[src/rtl/tlm_pkg.sv]
package tlm_pkg;
  localparam int unsigned NLINES = 3;
  localparam int unsigned IDX_W  = 2;

  typedef logic [NLINES-1:0] lines_t;
  typedef logic [IDX_W-1:0]  idx_t;

  // relative line views: 0 = idle line, 1 = next, 2 = after next
  localparam lines_t REL0 = 3'b001;
  localparam lines_t REL1 = 3'b010;
  localparam lines_t REL2 = 3'b100;

  typedef enum logic [2:0] {
    ST_M_IDLE,
    ST_M_SEND,
    ST_F_IDLE,
    ST_F_MOVE,
    ST_T_CROSS,
    ST_T_CLOSE
  } state_e;

  function automatic idx_t idx_add(input idx_t a, input idx_t b);
    logic [IDX_W:0] s;
    s = {1'b0, a} + {1'b0, b};
    if (s >= (IDX_W+1)'(NLINES)) s = s - (IDX_W+1)'(NLINES);
    return s[IDX_W-1:0];
  endfunction
endpackage

[src/rtl/tlm_line_sync.sv]
module tlm_line_sync #(
  parameter int unsigned WIDTH   = 3,
  parameter int unsigned STAGES  = 2,
  parameter logic [WIDTH-1:0] RST_VAL = '0
) (
  input  logic             clk_i,
  input  logic             rst_ni,
  input  logic [WIDTH-1:0] d_i,
  output logic [WIDTH-1:0] q_o
);
  logic [WIDTH-1:0] stg_q [STAGES];

  for (genvar s = 0; s < STAGES; s++) begin : g_stage
    if (s == 0) begin : g_first
      always_ff @(posedge clk_i or negedge rst_ni)
        if (!rst_ni) stg_q[s] <= RST_VAL;
        else         stg_q[s] <= d_i;
    end else begin : g_next
      always_ff @(posedge clk_i or negedge rst_ni)
        if (!rst_ni) stg_q[s] <= RST_VAL;
        else         stg_q[s] <= stg_q[s-1];
    end
  end

  assign q_o = stg_q[STAGES-1];
endmodule

[src/rtl/tlm_rotor.sv]
module tlm_rotor
  import tlm_pkg::*;
(
  input  idx_t   cur_i,
  input  lines_t abs_lines_i,
  input  lines_t rel_drive_i,
  output lines_t rel_lines_o,
  output lines_t abs_drive_o
);
  for (genvar k = 0; k < NLINES; k++) begin : g_view
    idx_t pos_w;
    assign pos_w = idx_add(cur_i, idx_t'(k));
    assign rel_lines_o[k] = abs_lines_i[pos_w];
  end

  always_comb begin
    abs_drive_o = '0;
    for (int k = 0; k < NLINES; k++)
      abs_drive_o[idx_add(cur_i, idx_t'(k))] = rel_drive_i[k];
  end
endmodule

[src/rtl/tlm_ctrl.sv]
module tlm_ctrl
  import tlm_pkg::*;
#(
  parameter bit INIT_MASTER = 1'b1
) (
  input  logic   clk_i,
  input  logic   rst_ni,
  input  lines_t rel_i,
  input  logic   bit_valid_i,
  input  logic   bit_data_i,
  input  logic   handover_i,
  input  logic   claim_i,
  output lines_t rel_drive_o,
  output idx_t   cur_o,
  output logic   ready_o,
  output logic   master_o,
  output logic   busy_o
);
  localparam state_e RST_ST = INIT_MASTER ? ST_M_IDLE : ST_F_IDLE;

  state_e st_q, st_d;
  idx_t   cur_q, cur_d, tgt_q, tgt_d;
  lines_t drv_q, drv_d;
  logic   foreign;

  // in master idle only REL0 is ours, so REL1 comes from another node
  assign foreign = rel_i[1];

  always_comb begin
    st_d  = st_q;
    cur_d = cur_q;
    tgt_d = tgt_q;
    drv_d = drv_q;
    unique case (st_q)
      ST_M_IDLE: begin
        if (foreign) begin
          drv_d = REL2;
          st_d  = ST_T_CROSS;
        end else if (handover_i) begin
          drv_d = REL1;
          tgt_d = idx_t'(1);
          st_d  = ST_F_MOVE;
        end else if (bit_valid_i) begin
          drv_d = bit_data_i ? REL1 : REL2;
          tgt_d = bit_data_i ? idx_t'(1) : idx_t'(2);
          st_d  = ST_M_SEND;
        end
      end
      ST_M_SEND, ST_F_MOVE: begin
        if (!rel_i[0]) begin
          cur_d = idx_add(cur_q, tgt_q);
          drv_d = REL0;
          st_d  = (st_q == ST_M_SEND) ? ST_M_IDLE : ST_F_IDLE;
        end
      end
      ST_F_IDLE: begin
        if (rel_i[1]) begin
          drv_d = claim_i ? REL2 : REL1;
          tgt_d = idx_t'(1);
          st_d  = claim_i ? ST_T_CROSS : ST_F_MOVE;
        end else if (rel_i[2]) begin
          drv_d = REL2;
          tgt_d = idx_t'(2);
          st_d  = ST_F_MOVE;
        end
      end
      ST_T_CROSS: begin
        if (rel_i == REL2) begin
          drv_d = REL0;
          st_d  = ST_T_CLOSE;
        end
      end
      ST_T_CLOSE: begin
        if (rel_i == REL0) st_d = ST_M_IDLE;
      end
      default: st_d = ST_F_IDLE;
    endcase
  end

  always_ff @(posedge clk_i or negedge rst_ni) begin
    if (!rst_ni) begin
      st_q  <= RST_ST;
      cur_q <= '0;
      tgt_q <= '0;
      drv_q <= REL0;
    end else begin
      st_q  <= st_d;
      cur_q <= cur_d;
      tgt_q <= tgt_d;
      drv_q <= drv_d;
    end
  end

  assign rel_drive_o = drv_q;
  assign cur_o       = cur_q;
  assign ready_o     = (st_q == ST_M_SEND) && !rel_i[0];
  assign master_o    = (st_q == ST_M_IDLE) || (st_q == ST_M_SEND);
  assign busy_o      = (st_q != ST_M_IDLE) && (st_q != ST_F_IDLE);

  AST_SEND_LAUNCH: assert property (@(posedge clk_i) disable iff (!rst_ni)
    (st_q == ST_M_IDLE && !foreign && !handover_i && bit_valid_i)
      |=> (drv_q == ($past(bit_data_i) ? REL1 : REL2)));
  AST_HOLD_UNTIL_CLEAR: assert property (@(posedge clk_i) disable iff (!rst_ni)
    (st_q == ST_M_SEND && rel_i[0]) |=> ($stable(drv_q) && $stable(cur_q)));
  AST_READY_TO_IDLE: assert property (@(posedge clk_i) disable iff (!rst_ni)
    ready_o |=> (master_o && !busy_o));
  AST_CUR_RANGE: assert property (@(posedge clk_i) disable iff (!rst_ni)
    cur_q != idx_t'(3));
  AST_NO_READY_FOLLOWER: assert property (@(posedge clk_i) disable iff (!rst_ni)
    !master_o |-> !ready_o);
  AST_GIVE_UP: assert property (@(posedge clk_i) disable iff (!rst_ni)
    (st_q == ST_M_IDLE && !foreign && handover_i) |=> (!master_o && drv_q == REL1));
  AST_FOLLOW_ZERO: assert property (@(posedge clk_i) disable iff (!rst_ni)
    (st_q == ST_F_IDLE && !rel_i[1] && rel_i[2]) |=> (drv_q == REL2 && !master_o));
  AST_MASTER_RISE: assert property (@(posedge clk_i) disable iff (!rst_ni)
    $rose(master_o) |-> $past(rel_i == REL0));
  AST_SERVICE_TAKE: assert property (@(posedge clk_i) disable iff (!rst_ni)
    (st_q == ST_M_IDLE && foreign) |=> (drv_q == REL2 && !master_o));
endmodule

[src/rtl/tri_line_master.sv]
module tri_line_master
  import tlm_pkg::*;
#(
  parameter int unsigned SYNC_STAGES = 2,
  parameter bit          INIT_MASTER = 1'b1
) (
  input  logic              clk_i,
  input  logic              rst_ni,
  input  logic [NLINES-1:0] line_i,
  input  logic              bit_valid_i,
  input  logic              bit_data_i,
  input  logic              handover_i,
  input  logic              claim_i,
  output logic [NLINES-1:0] drive_o,
  output logic              bit_ready_o,
  output logic              master_o,
  output logic              busy_o
);
  lines_t line_sync, rel_lines, rel_drive;
  idx_t   cur;

  tlm_line_sync #(
    .WIDTH  (NLINES),
    .STAGES (SYNC_STAGES),
    .RST_VAL(REL0)
  ) u_sync (
    .clk_i (clk_i),
    .rst_ni(rst_ni),
    .d_i   (line_i),
    .q_o   (line_sync)
  );

  tlm_rotor u_rotor (
    .cur_i      (cur),
    .abs_lines_i(line_sync),
    .rel_drive_i(rel_drive),
    .rel_lines_o(rel_lines),
    .abs_drive_o(drive_o)
  );

  tlm_ctrl #(
    .INIT_MASTER(INIT_MASTER)
  ) u_ctrl (
    .clk_i      (clk_i),
    .rst_ni     (rst_ni),
    .rel_i      (rel_lines),
    .bit_valid_i(bit_valid_i),
    .bit_data_i (bit_data_i),
    .handover_i (handover_i),
    .claim_i    (claim_i),
    .rel_drive_o(rel_drive),
    .cur_o      (cur),
    .ready_o    (bit_ready_o),
    .master_o   (master_o),
    .busy_o     (busy_o)
  );

  AST_ONE_LINE: assert property (@(posedge clk_i) disable iff (!rst_ni)
    $onehot(drive_o));
endmodule

[config.mk]
export PLATFORM = sky130hd
export DESIGN_NAME = tri_line_master
export DESIGN_NICKNAME = d
export VERILOG_FILES = /design/src/rtl/tlm_pkg.sv /design/src/rtl/tlm_line_sync.sv /design/src/rtl/tlm_rotor.sv /design/src/rtl/tlm_ctrl.sv /design/src/rtl/tri_line_master.sv
export SDC_FILE = /design/constraint.sdc
export NUM_CORES = 1
export LEC_CHECK = 0
export ABC_AREA = 1
export BUFFER_PORTS_ARGS = -buffer_cell sky130_fd_sc_hd__buf_2
export CAP_MARGIN = 20
export CORE_UTILIZATION = 60
export DETAILED_ROUTE_END_ITERATION = 16
export PLACE_DENSITY_LB_ADDON = 0.12
export REMOVE_ABC_BUFFERS = 1
export SLEW_MARGIN = 20
export SYNTH_ARGS = -nofsm -noshare
export SYNTH_HDL_FRONTEND = slang
export SYNTH_SLANG_ARGS = --single-unit
[constraint.sdc]
create_clock -name clk_i -period 5.86 [get_ports clk_i]
set_clock_uncertainty 0.15 [all_clocks]
set_input_delay 0.879 -clock clk_i [delete_from_list [all_inputs] [get_ports clk_i]]
set_output_delay 0.879 -clock clk_i [all_outputs]
set_load 0.005 [all_outputs]
==> results of run 1 <==
[cells in the final DEF (no fill, tap or decap)]
cell type / count
xor2_1: 1
nor2_2: 1
nand2_1: 46
fa_1: 1
nor2_4: 1
clkbuf_1: 1
nand2_2: 7
dfrtp_1: 13
nand3_4: 1
inv_1: 15
clkbuf_4: 3
o21ai_2: 1
ha_1: 6
o21ai_0: 7
inv_2: 6
dfstp_2: 3
nor2_1: 11
a31oi_1: 1
nand3_1: 19
nand3_2: 4
nand2_4: 1
o21ai_1: 2
nor3b_1: 1
nor3_1: 2
inv_4: 1
a21oi_1: 3
a22oi_1: 3
buf_2: 14
[cells in the mapped netlist, drive strengths merged]
cell	count
dfstp	3
xor2	1
inv	22
a22oi	3
nor3	2
o21ai	10
nor3b	1
a31oi	1
fa	1
nand2	54
dfrtp	13
nand3	24
buf	2
ha	6
nor2	13
a21oi	3
[metrics by stage]
| stage | setup slack (ns) | instance area, µm² | std cells | hold WS [ns] |
|---|---|---|---|---|
| 2_1_floorplan | 3.63 | 1150 | 157 | 0.181 |
| 3_3_place_gp | 3.42 | 1250 | 196 | 0.185 |
| 3_5_place_dp | 3.37 | 1250 | 196 | 0.189 |
| 4_1_cts | 3.04 | 1270 | 200 | 0.209 |
| 5_1_grt | 2.93 | 1270 | 200 | 0.217 |
| 6_report | 3.04 | 1270 | 200 | 0.207 |
[layout make-up]
| cell class | instances | area, µm² |
|---|---|---|
| tap | 25 | 31.3 |
| sequential | 16 | 404 |
| clock buffer | 4 | 26.3 |
| timing repair buffer | 14 | 70.1 |
| multi-input combinational | 119 | 658 |
| inverter | 22 | 85.1 |
| fill | 159 | 508 |
[logic make-up after synthesis]
logic type               after synthesis
adder cells (fa/ha/maj)                7
XOR/XNOR                               1
AND/OR/NAND/NOR                       94
buffers and inverters                 24
flip-flops                            16
AO/OA/AOI/OAI                         17
[worst max-delay path by stage]
stage / startpoint / endpoint / slack (ns) / cells past startpoint
4_1_cts: u_ctrl.cur_o[0] / drive_o[0] / 3.04 / 5
2_1_floorplan: u_ctrl.cur_o[0] / drive_o[1] / 3.63 / 5
5_1_grt: u_ctrl.cur_o[0] / drive_o[0] / 2.93 / 5
3_3_place_gp: u_ctrl.cur_o[0] / drive_o[1] / 3.42 / 6
6_report: u_ctrl.cur_o[0] / drive_o[0] / 3.04 / 5
3_5_place_dp: u_ctrl.cur_o[0] / drive_o[0] / 3.37 / 5
[per-layer routing]
metal | track usage | up-vias | share of wire
li1 | - | 545 | -
met1 | 0.346 | 470 | 0.48
met2 | 0.417 | 23 | 0.48
met3 | 0.0235 | 3 | 0.030
met4 | 0.0706 | 0 | 0.010
met5 | 0 | - | 0
[power groups by stage]
stage / combinational (mW) / clock (mW) / sequential [mW]
after CTS: 0.578 / 0.0635 / 0.192
after floorplan: 0.455 / 0 / 0.183
after global routing: 0.664 / 0.0672 / 0.197
final: 0.579 / 0.0616 / 0.192
after detailed placement: 0.575 / 0 / 0.193
after global placement: 0.549 / 0 / 0.192
[flip-flops by register name, summed over array words and instances (netlist names)]
register and flops:
u_sync.q_o 3, u_sync.stg_q 3, u_ctrl.rel_drive_o 3, u_ctrl.tgt_q 2
u_ctrl.st_q 3, u_ctrl.cur_o 2
==> flow_summary.json, run 1 <==
{
  "cts-resized-gates": 0,
  "yosys.area_share.simple": 0.390,
  "cts_buffer_depth": 2,
  "min_delay_path_depth": 0,
  "grt.total_usage": 0.252,
  "cap_violations": 0,
  "antenna_cells": 0,
  "grt_pass1_wl_um": 3830,
  "die_x_um": 46.2,
  "crit_required_ns": 4.83,
  "timing.fmax_mhz": 355,
  "die_area_um2": 2130,
  "hp-class": "flop to flop",
  "drc_errors": 0,
  "hp-start": "u_sync.stg_q[5]",
  "hold_path_end": "u_sync.q_o[2]",
  "num_rows": 15,
  "critPathSlowestCell": "ha_1",
  "worstPathArrival_ns": 1.79,
  "core_um2": 1780,
  "crit_family": "adder cells",
  "drt_pass1_iterations": 4,
  "postRouteWirelength_um": 2360,
  "critPathCaptureType": "primary output",
  "rr_endpoint": "u_ctrl.rel_drive_o[1]",
  "ff2ff_path_depth": 13,
  "grt-ovfl-total": 0,
  "grt_max_degree": 17,
  "post_cts_buffers": 0,
  "swShare": 0.530,
  "setup_viol": 0,
  "pwr-share-clk": 0.074,
  "crit_buf_inv": 2,
  "clk_pin_slew_worst_paths_ns": 0.08,
  "ys_ff_latch": 16,
  "ys_seq_area_frac": 0.345,
  "rsz0062_at_grt": "false",
  "place.gp.congestion": 0.925,
  "internal-power_mw": 0.391,
  "hold_viol": 0,
  "drtIter0Drc": 24,
  "die_height_um": 46.2,
  "num_vias": 1041,
  "finalCritPeriodShare": 0.480,
  "yosysWarnings": 0,
  "p_leak_nw": 0.692,
  "power_frac_comb": 0.695,
  "synth.area.top_cells": "dfrtp_1 (28%), nand2_1 (15%), nand3_1 (8.1%)",
  "p_total_mw": 0.832,
  "vias_per_cell": 5.21,
  "totalNegativeSetupSlack_ns": 0,
  "p_switching_mw": 0.442,
  "p_seq_frac": 0.231,
  "setup.worst_path.start_class": "flop",
  "cts_tree": "yes",
  "area_growth_pct": 8.98,
  "routedWlPerCell_um": 11.8,
  "yosysTopAreaCell": "dfrtp_1",
  "synth_top_family_by_area": "simple AND/OR/NAND/NOR gates",
  "maxSlewHeadroom": 0.743,
  "synth_xor_area_frac": 0.00749,
  "cts_hold_buffers": 0,
  "peakVddDrop_v": 0.000396,
  "p_per_area_nw_per_um2": 653,
  "synthAdderAreaFrac": 0.0813,
  "start_util": 0.656,
  "grt_pass1_vias": 935,
  "post-synth-top-area-fraction": 0.278,
  "antenna_found_initial": 0,
  "yosysUniqueCellTypes": 26,
  "r2r_start": "u_ctrl.cur_o[0]",
  "final_nets": 192,
  "detail-route-antenna-nets": 0,
  "cts_buffers": 3,
  "critPathMaxFanout": 9,
  "cts_root_buf": "clkbuf_4",
  "finalCriticalPeriod_ns": 2.82,
  "io_buffers": 14,
  "syn_area_per_cell_um2": 7.36,
  "hpwl_um": 1890,
  "criticalPathCategory": "flop to primary output",
  "ctsHtreeMaxLevel": 1,
  "synth-compound-area-share": 0.0834,
  "insertion_delay_ns": 0.29,
  "maxSlewViolCount": 0,
  "post-route-util": 0.715,
  "worst_slew_pin_slew_ns": 0.385,
  "cpPeakStageDelay_ns": 0.53,
  "synth_mux_area_frac": 0,
  "synth_area_um2": 1170,
  "io_pins": 15,
  "reg2reg_slack_ns": 3.50,
  "status": "complete, no violations",
  "drive_above_1_share": 0.246,
  "path_cells": "inv_1 -> ha_1 -> nand3_1 -> a22oi_1 -> buf_2",
  "cts_sinks": 16,
  "synth_cells": 159
}
No activity file was read; power rests on OpenSTA's default activity.
==> run 2, diff against run 1 <==
CORE_UTILIZATION = 56   (was 60)
clock period = 2.8 ns   (was 5.86 ns; I/O delays follow)
==> run 2 against run 1 <==
Power increased by 110%. Hold slack got worse by 0.15 ns. Non-clock buffer count increased by 1. Critical path depth unchanged. Count of clock-buffer cells in the layout unchanged. First-iteration DRC count increased by 33%. Combinational power increased by 110%. Cell area increased by 1.8%. Utilization decreased by 5.4 points. Largest power group unchanged. Worst setup slack got worse by 2.6 ns. Largest cell class unchanged. Final cell count increased by 1.5%.
==> flow_summary.json, run 2 (synthesis results as in run 1) <==
{
  "status": "complete, no violations",
  "ctsHtreeMaxLevel": 1,
  "worst_slew_pin_slew_ns": 0.364,
  "critPathCaptureType": "primary output",
  "num_rows": 16,
  "postRouteWirelength_um": 2430,
  "antenna_cells": 0,
  "rsz0062_at_grt": "false",
  "die_area_um2": 2280,
  "final_common_cell": "nand2_1",
  "hpwl_um": 1920,
  "setup_viol": 0,
  "path_depth": 5,
  "crit_required_ns": 2.23,
  "antenna_found_initial": 0,
  "top_usage_layer": "met2",
  "p_switching_mw": 0.929,
  "insertion_delay_ns": 0.30,
  "critPathSlowestCell": "ha_1",
  "io_buffers": 14,
  "drc_errors": 0,
  "drt_pass1_iterations": 4,
  "num_vias": 1081,
  "dp_slack_ns": 0.553,
  "drive_above_1_share": 0.250,
  "maxSlewHeadroom": 0.757,
  "cts_hold_buffers": 1,
  "routedWlPerCell_um": 12.0,
  "p_per_area_nw_per_um2": 1370,
  "ff2ff_path_depth": 13,
  "clk_pin_slew_worst_paths_ns": 0.10,
  "path_cells": "inv_1 -> ha_1 -> nand3_1 -> a22oi_1 -> buf_2",
  "cpPeakStageDelay_ns": 0.52,
  "post-route-util": 0.661,
  "hp-class": "input port to flop",
  "final_area_um2": 1300,
  "die_x_um": 47.7,
  "detail-route-antenna-nets": 0,
  "cap_violations": 0,
  "final_cell_mix": "nand2_1 (46), nand3_1 (19), inv_1 (15)",
  "maxSlewViolCount": 0,
  "finalCritPeriodShare": 0.836,
  "die_height_um": 47.7,
  "cts-resized-gates": 0,
  "vias_per_cell": 5.33,
  "p_leak_nw": 0.702,
  "io_pins": 15,
  "crit_family": "adder cells",
  "finalCriticalPeriod_ns": 2.34,
  "swShare": 0.524,
  "cts_root_buf": "clkbuf_4",
  "min_delay_path_depth": 1,
  "hp-start": "line_i[0]",
  "grt_pass1_vias": 865,
  "worst_slack_ns": 0.460,
  "worstPathArrival_ns": 1.77,
  "p_seq_frac": 0.227,
  "totalNegativeSetupSlack_ns": 0,
  "num-fill-cells": 191,
  "grt.total_usage": 0.240,
  "hold_path_end": "u_sync.stg_q[3]",
  "setup.worst_path.start_class": "flop",
  "rr_endpoint": "u_ctrl.rel_drive_o[1]",
  "place_area_um2": 1250,
  "reg2reg_slack_ns": 0.55,
  "grt_max_degree": 17,
  "cts_tree": "yes",
  "cts_buffers": 3,
  "cts_sinks": 16,
  "area_growth_pct": 10.9,
  "grt-ovfl-total": 0,
  "place.gp.congestion": 0.944,
  "pwr-share-clk": 0.087,
  "post_cts_buffers": 0,
  "timing.fmax_mhz": 427,
  "met1_usage": 0.304,
  "use_met3": 0.0906,
  "core_um2": 1960,
  "start_util": 0.596,
  "grt_pass1_wl_um": 3640,
  "met2_usage": 0.368,
  "drtIter0Drc": 32,
  "crit_buf_inv": 2,
  "hold_viol": 0,
  "critPathMaxFanout": 9,
  "internal-power_mw": 0.844,
  "peakVddDrop_v": 0.000696,
  "power_frac_comb": 0.686,
  "cts_buffer_depth": 2,
  "r2r_start": "u_ctrl.cur_o[0]",
  "final_nets": 193,
  "criticalPathCategory": "flop to primary output",
  "p_total_mw": 1.77
}
==> run 2: changes by cell type in the layout (fill, tap and decap cells not counted), sizes merged <==
cell	change
dlygate4sd3	+1
==> run 2: power groups by stage <==
stage               logic [mW]  clock network, mW  registers [mW]
floorplan                0.952                  0           0.383
global placement          1.16                  0           0.404
detailed placement        1.21                  0           0.407
CTS                       1.22              0.161           0.403
global route              1.37              0.175           0.413
finish                    1.22              0.155           0.402
==> run 2: worst register-to-register path: cells and delay by family (launching register included) <==
family	cells	cell delay (ns)
adder cells (fa/ha/maj)	1	0.52
buffers and inverters	3	0.30
flip-flops	1	0.41
AND/OR/NAND/NOR	9	0.79
==> run 2: worst max-delay path by stage <==
| stage | startpoint | endpoint | slack [ns] |
|---|---|---|---|
| 3_5_place_dp | u_ctrl.cur_o[0] | u_ctrl.rel_drive_o[1] | 0.55 |
| 3_3_place_gp | u_ctrl.cur_o[1] | u_ctrl.rel_drive_o[1] | 0.67 |
| 5_1_grt | u_ctrl.cur_o[1] | bit_ready_o | 0.30 |
| 4_1_cts | u_ctrl.cur_o[0] | drive_o[0] | 0.44 |
| 2_1_floorplan | u_ctrl.cur_o[0] | u_ctrl.rel_drive_o[1] | 0.79 |
| 6_report | u_ctrl.cur_o[0] | drive_o[0] | 0.46 |
==> run 2: routing by layer <==
layer	up-vias	part of all wire	wire length, µm
met2	34	0.48	1160
met4	0	0.021	51
met1	495	0.44	1060
met5	-	0	0
li1	545	-	-
met3	7	0.063	154
==> run 2: stage by stage <==
step,hold slack (ns),instances
after CTS,0.0521,203
final,0.0565,203
after floorplan,-0.0256,157
after global placement,0.181,198
after global routing,0.0376,203
after detailed placement,0.192,198
==> run 2: area by class of cell <==
cell class	instances	area (µm²)	area share
multi-input combinational	119	658	0.507
sequential	16	404	0.311
inverter	22	85.1	0.0656
timing repair buffer	15	80.1	0.0617
clock buffer	4	36.3	0.0280
tap	27	33.8	0.0260
==> run 3, diff against run 2 <==
ABC_AREA = 0   (was 1)
CORE_UTILIZATION = 50   (was 56)
clock period = 1.9 ns   (was 2.8 ns; I/O delays follow)
==> run 3 against run 2 <==
The run now ends with setup timing left. Final cell count decreased by 5.9%. Synthesized area decreased by 7.6%. Critical path depth increased by 3.
==> flow_summary.json, run 3 <==
{
  "worst_slack_ns": -0.602,
  "post-synth-top-area-fraction": 0.301,
  "ys_ff_latch": 16,
  "synth.area.top_cells": "dfrtp_1 (30%), dfstp_2 (7.3%), ha_1 (6.9%)",
  "peakVddDrop_v": 0.00162,
  "ff2ff_path_depth": 8,
  "cts_sinks": 16,
  "clk_pin_slew_worst_paths_ns": 0.09,
  "violations": "setup timing",
  "routedWlPerCell_um": 16.0,
  "maxSlewViolCount": 0,
  "criticalPathCategory": "flop to flop",
  "min_delay_path_depth": 4,
  "grt.total_usage": 0.269,
  "final_common_cell": "buf_4",
  "yosysWarnings": 0,
  "crit_required_ns": 1.93,
  "die_height_um": 48.5,
  "grt-ovfl-total": 0,
  "timing.fmax_mhz": 400,
  "multiInputGateArea_um2": 803,
  "pwr-share-clk": 0.050,
  "internal-power_mw": 2.07,
  "p_total_mw": 3.57,
  "synth_edf_count": 0,
  "num_rows": 16,
  "postRouteWirelength_um": 3060,
  "synth_area_um2": 1080,
  "worst_slew_pin_slew_ns": 0.458,
  "power_frac_comb": 0.780,
  "critPathMaxFanout": 5,
  "yosysUniqueCellTypes": 39,
  "antenna_cells": 0,
  "grt_pass1_wl_um": 4840,
  "hold_viol": 0,
  "hold_ws_ns": 0.169,
  "insertion_delay_ns": 0.28,
  "worstPathArrival_ns": 2.53,
  "place_area_um2": 1320,
  "synth_common_cells": "nor2_1 (14), dfrtp_1 (13), nand2_1 (13)",
  "num_vias": 1100,
  "drc_errors": 0,
  "grt_pass1_vias": 1108,
  "swShare": 0.421,
  "place.gp.congestion": 0.846,
  "post-route-util": 0.841,
  "io_pins": 15,
  "rsz0062_at_grt": "true",
  "final_cell_mix": "buf_4 (25), buf_2 (14), nand2_1 (12)",
  "num-fill-cells": 105,
  "cts_buffer_depth": 2,
  "ys_seq_area_frac": 0.374,
  "finalCritPeriodShare": 1.32,
  "maxSlewHeadroom": 0.692,
  "async_reset_ff_frac": 1.00,
  "start_util": 0.540,
  "p_per_area_nw_per_um2": 2120,
  "cts_buffers": 3,
  "hpwl_um": 1950,
  "cts_tree": "yes",
  "io_buffers": 14,
  "syn_area_per_cell_um2": 9.24,
  "reg2reg_slack_ns": -0.60,
  "core_um2": 2000,
  "grt_max_degree": 17,
  "p_switching_mw": 1.50,
  "detail-route-antenna-nets": 0,
  "hp-class": "input port to flop",
  "die_area_um2": 2350,
  "cts_root_buf": "clkbuf_4",
  "p_leak_nw": 0.761,
  "critPathCaptureType": "flop",
  "synth-main-ff-cell": "dfrtp_1",
  "p_seq_frac": 0.170,
  "area.sequential_um2": 407,
  "cap_violations": 0,
  "finalCriticalPeriod_ns": 2.50,
  "status": "finished with violations",
  "final_area_um2": 1680,
  "drive_above_1_share": 0.561,
  "yosysMostFrequentCell": "nor2_1",
  "setup.worst_path.start_class": "flop",
  "antenna_found_initial": 0,
  "setup_viol": 13,
  "synth_cells": 117,
  "vias_per_cell": 5.76,
  "die_x_um": 48.5,
  "drt_pass1_iterations": 5,
  "yosysTopAreaCell": "dfrtp_1",
  "final_nets": 181,
  "drtIter0Drc": 25,
  "ctsHtreeMaxLevel": 1,
  "area_growth_pct": 55.7
}
run 3: kinds of logic after synthesis:
kind of cell,synth area share
muxes,0.103
AOI/OAI and AO/OA,0.192
buffers and inverters,0.0625
adders and majority gates,0.0880
and+or+nand+nor,0.181
DFF,0.374
run 3: routing by layer:
metal / up-vias / share of wire / track usage
met2: 47 / 0.48 / 0.462
met4: 0 / 0.041 / 0.113
li1: 512 / - / -
met1: 527 / 0.43 / 0.340
met3: 14 / 0.052 / 0.0346
met5: - / 0 / 0
run 3: power groups by stage:
| stage | Combinational, mW | Clock (mW) | Sequential (mW) |
|---|---|---|---|
| after floorplan | 1.10 | 0 | 0.561 |
| after global placement | 1.73 | 0 | 0.563 |
| after detailed placement | 1.81 | 0 | 0.569 |
| after CTS | 2.29 | 0.186 | 0.585 |
| after global routing | 3.01 | 0.205 | 0.624 |
| final | 2.78 | 0.178 | 0.607 |
run 3: cell type report:
class,count,share of cell area
Multi-Input combinational cell,87,0.477
Sequential cell,16,0.242
Clock buffer,4,0.0156
Timing Repair Buffer,49,0.228
Inverter,8,0.0178
Tap cell,27,0.0201
run 3: critical path, stage by stage, from the launching register on:
cell      delay, ns
dfrtp_2        0.41
inv_2          0.08
ha_2           0.24
nand2b_1       0.25
o21ai_1        0.20
nand2_1        0.08
a41o_1         0.22
or4_4          0.57
o41ai_2        0.21
run 3: what timing repair did:
action                     in CTS  in global routing
hold buffers                    4                  0
hold endpoints to repair       16                  0
resized for setup              31                 18
setup endpoints to repair      13                 13
buffers inserted                5                  3
pin swaps                      13                 12
run 3: metrics by stage:
| step | setup WS [ns] | cells | setup TNS [ns] |
|---|---|---|---|
| finish | -0.602 | 191 | -4.88 |
| global route | -0.676 | 191 | -6.04 |
| CTS | -0.504 | 188 | -4.39 |
| detailed placement | -0.629 | 175 | -4.72 |
| global placement | -0.578 | 175 | -4.00 |
| floorplan | -0.513 | 111 | -3.10 |
run 3: path summary, 6_finish.rpt:
| path | end | startpoint |
|---|---|---|
| max in group asynchronous | u_sync.q_o[0] | rst_ni |
| worst max-delay path | u_ctrl.st_q[2] | u_ctrl.cur_o[0] |
| worst min register to register | u_sync.q_o[2] | u_sync.stg_q[5] |
| worst min-delay path | u_ctrl.st_q[1] | claim_i |
| min in group asynchronous | u_ctrl.st_q[0] | rst_ni |
| worst max register to register | u_ctrl.st_q[2] | u_ctrl.cur_o[0] |
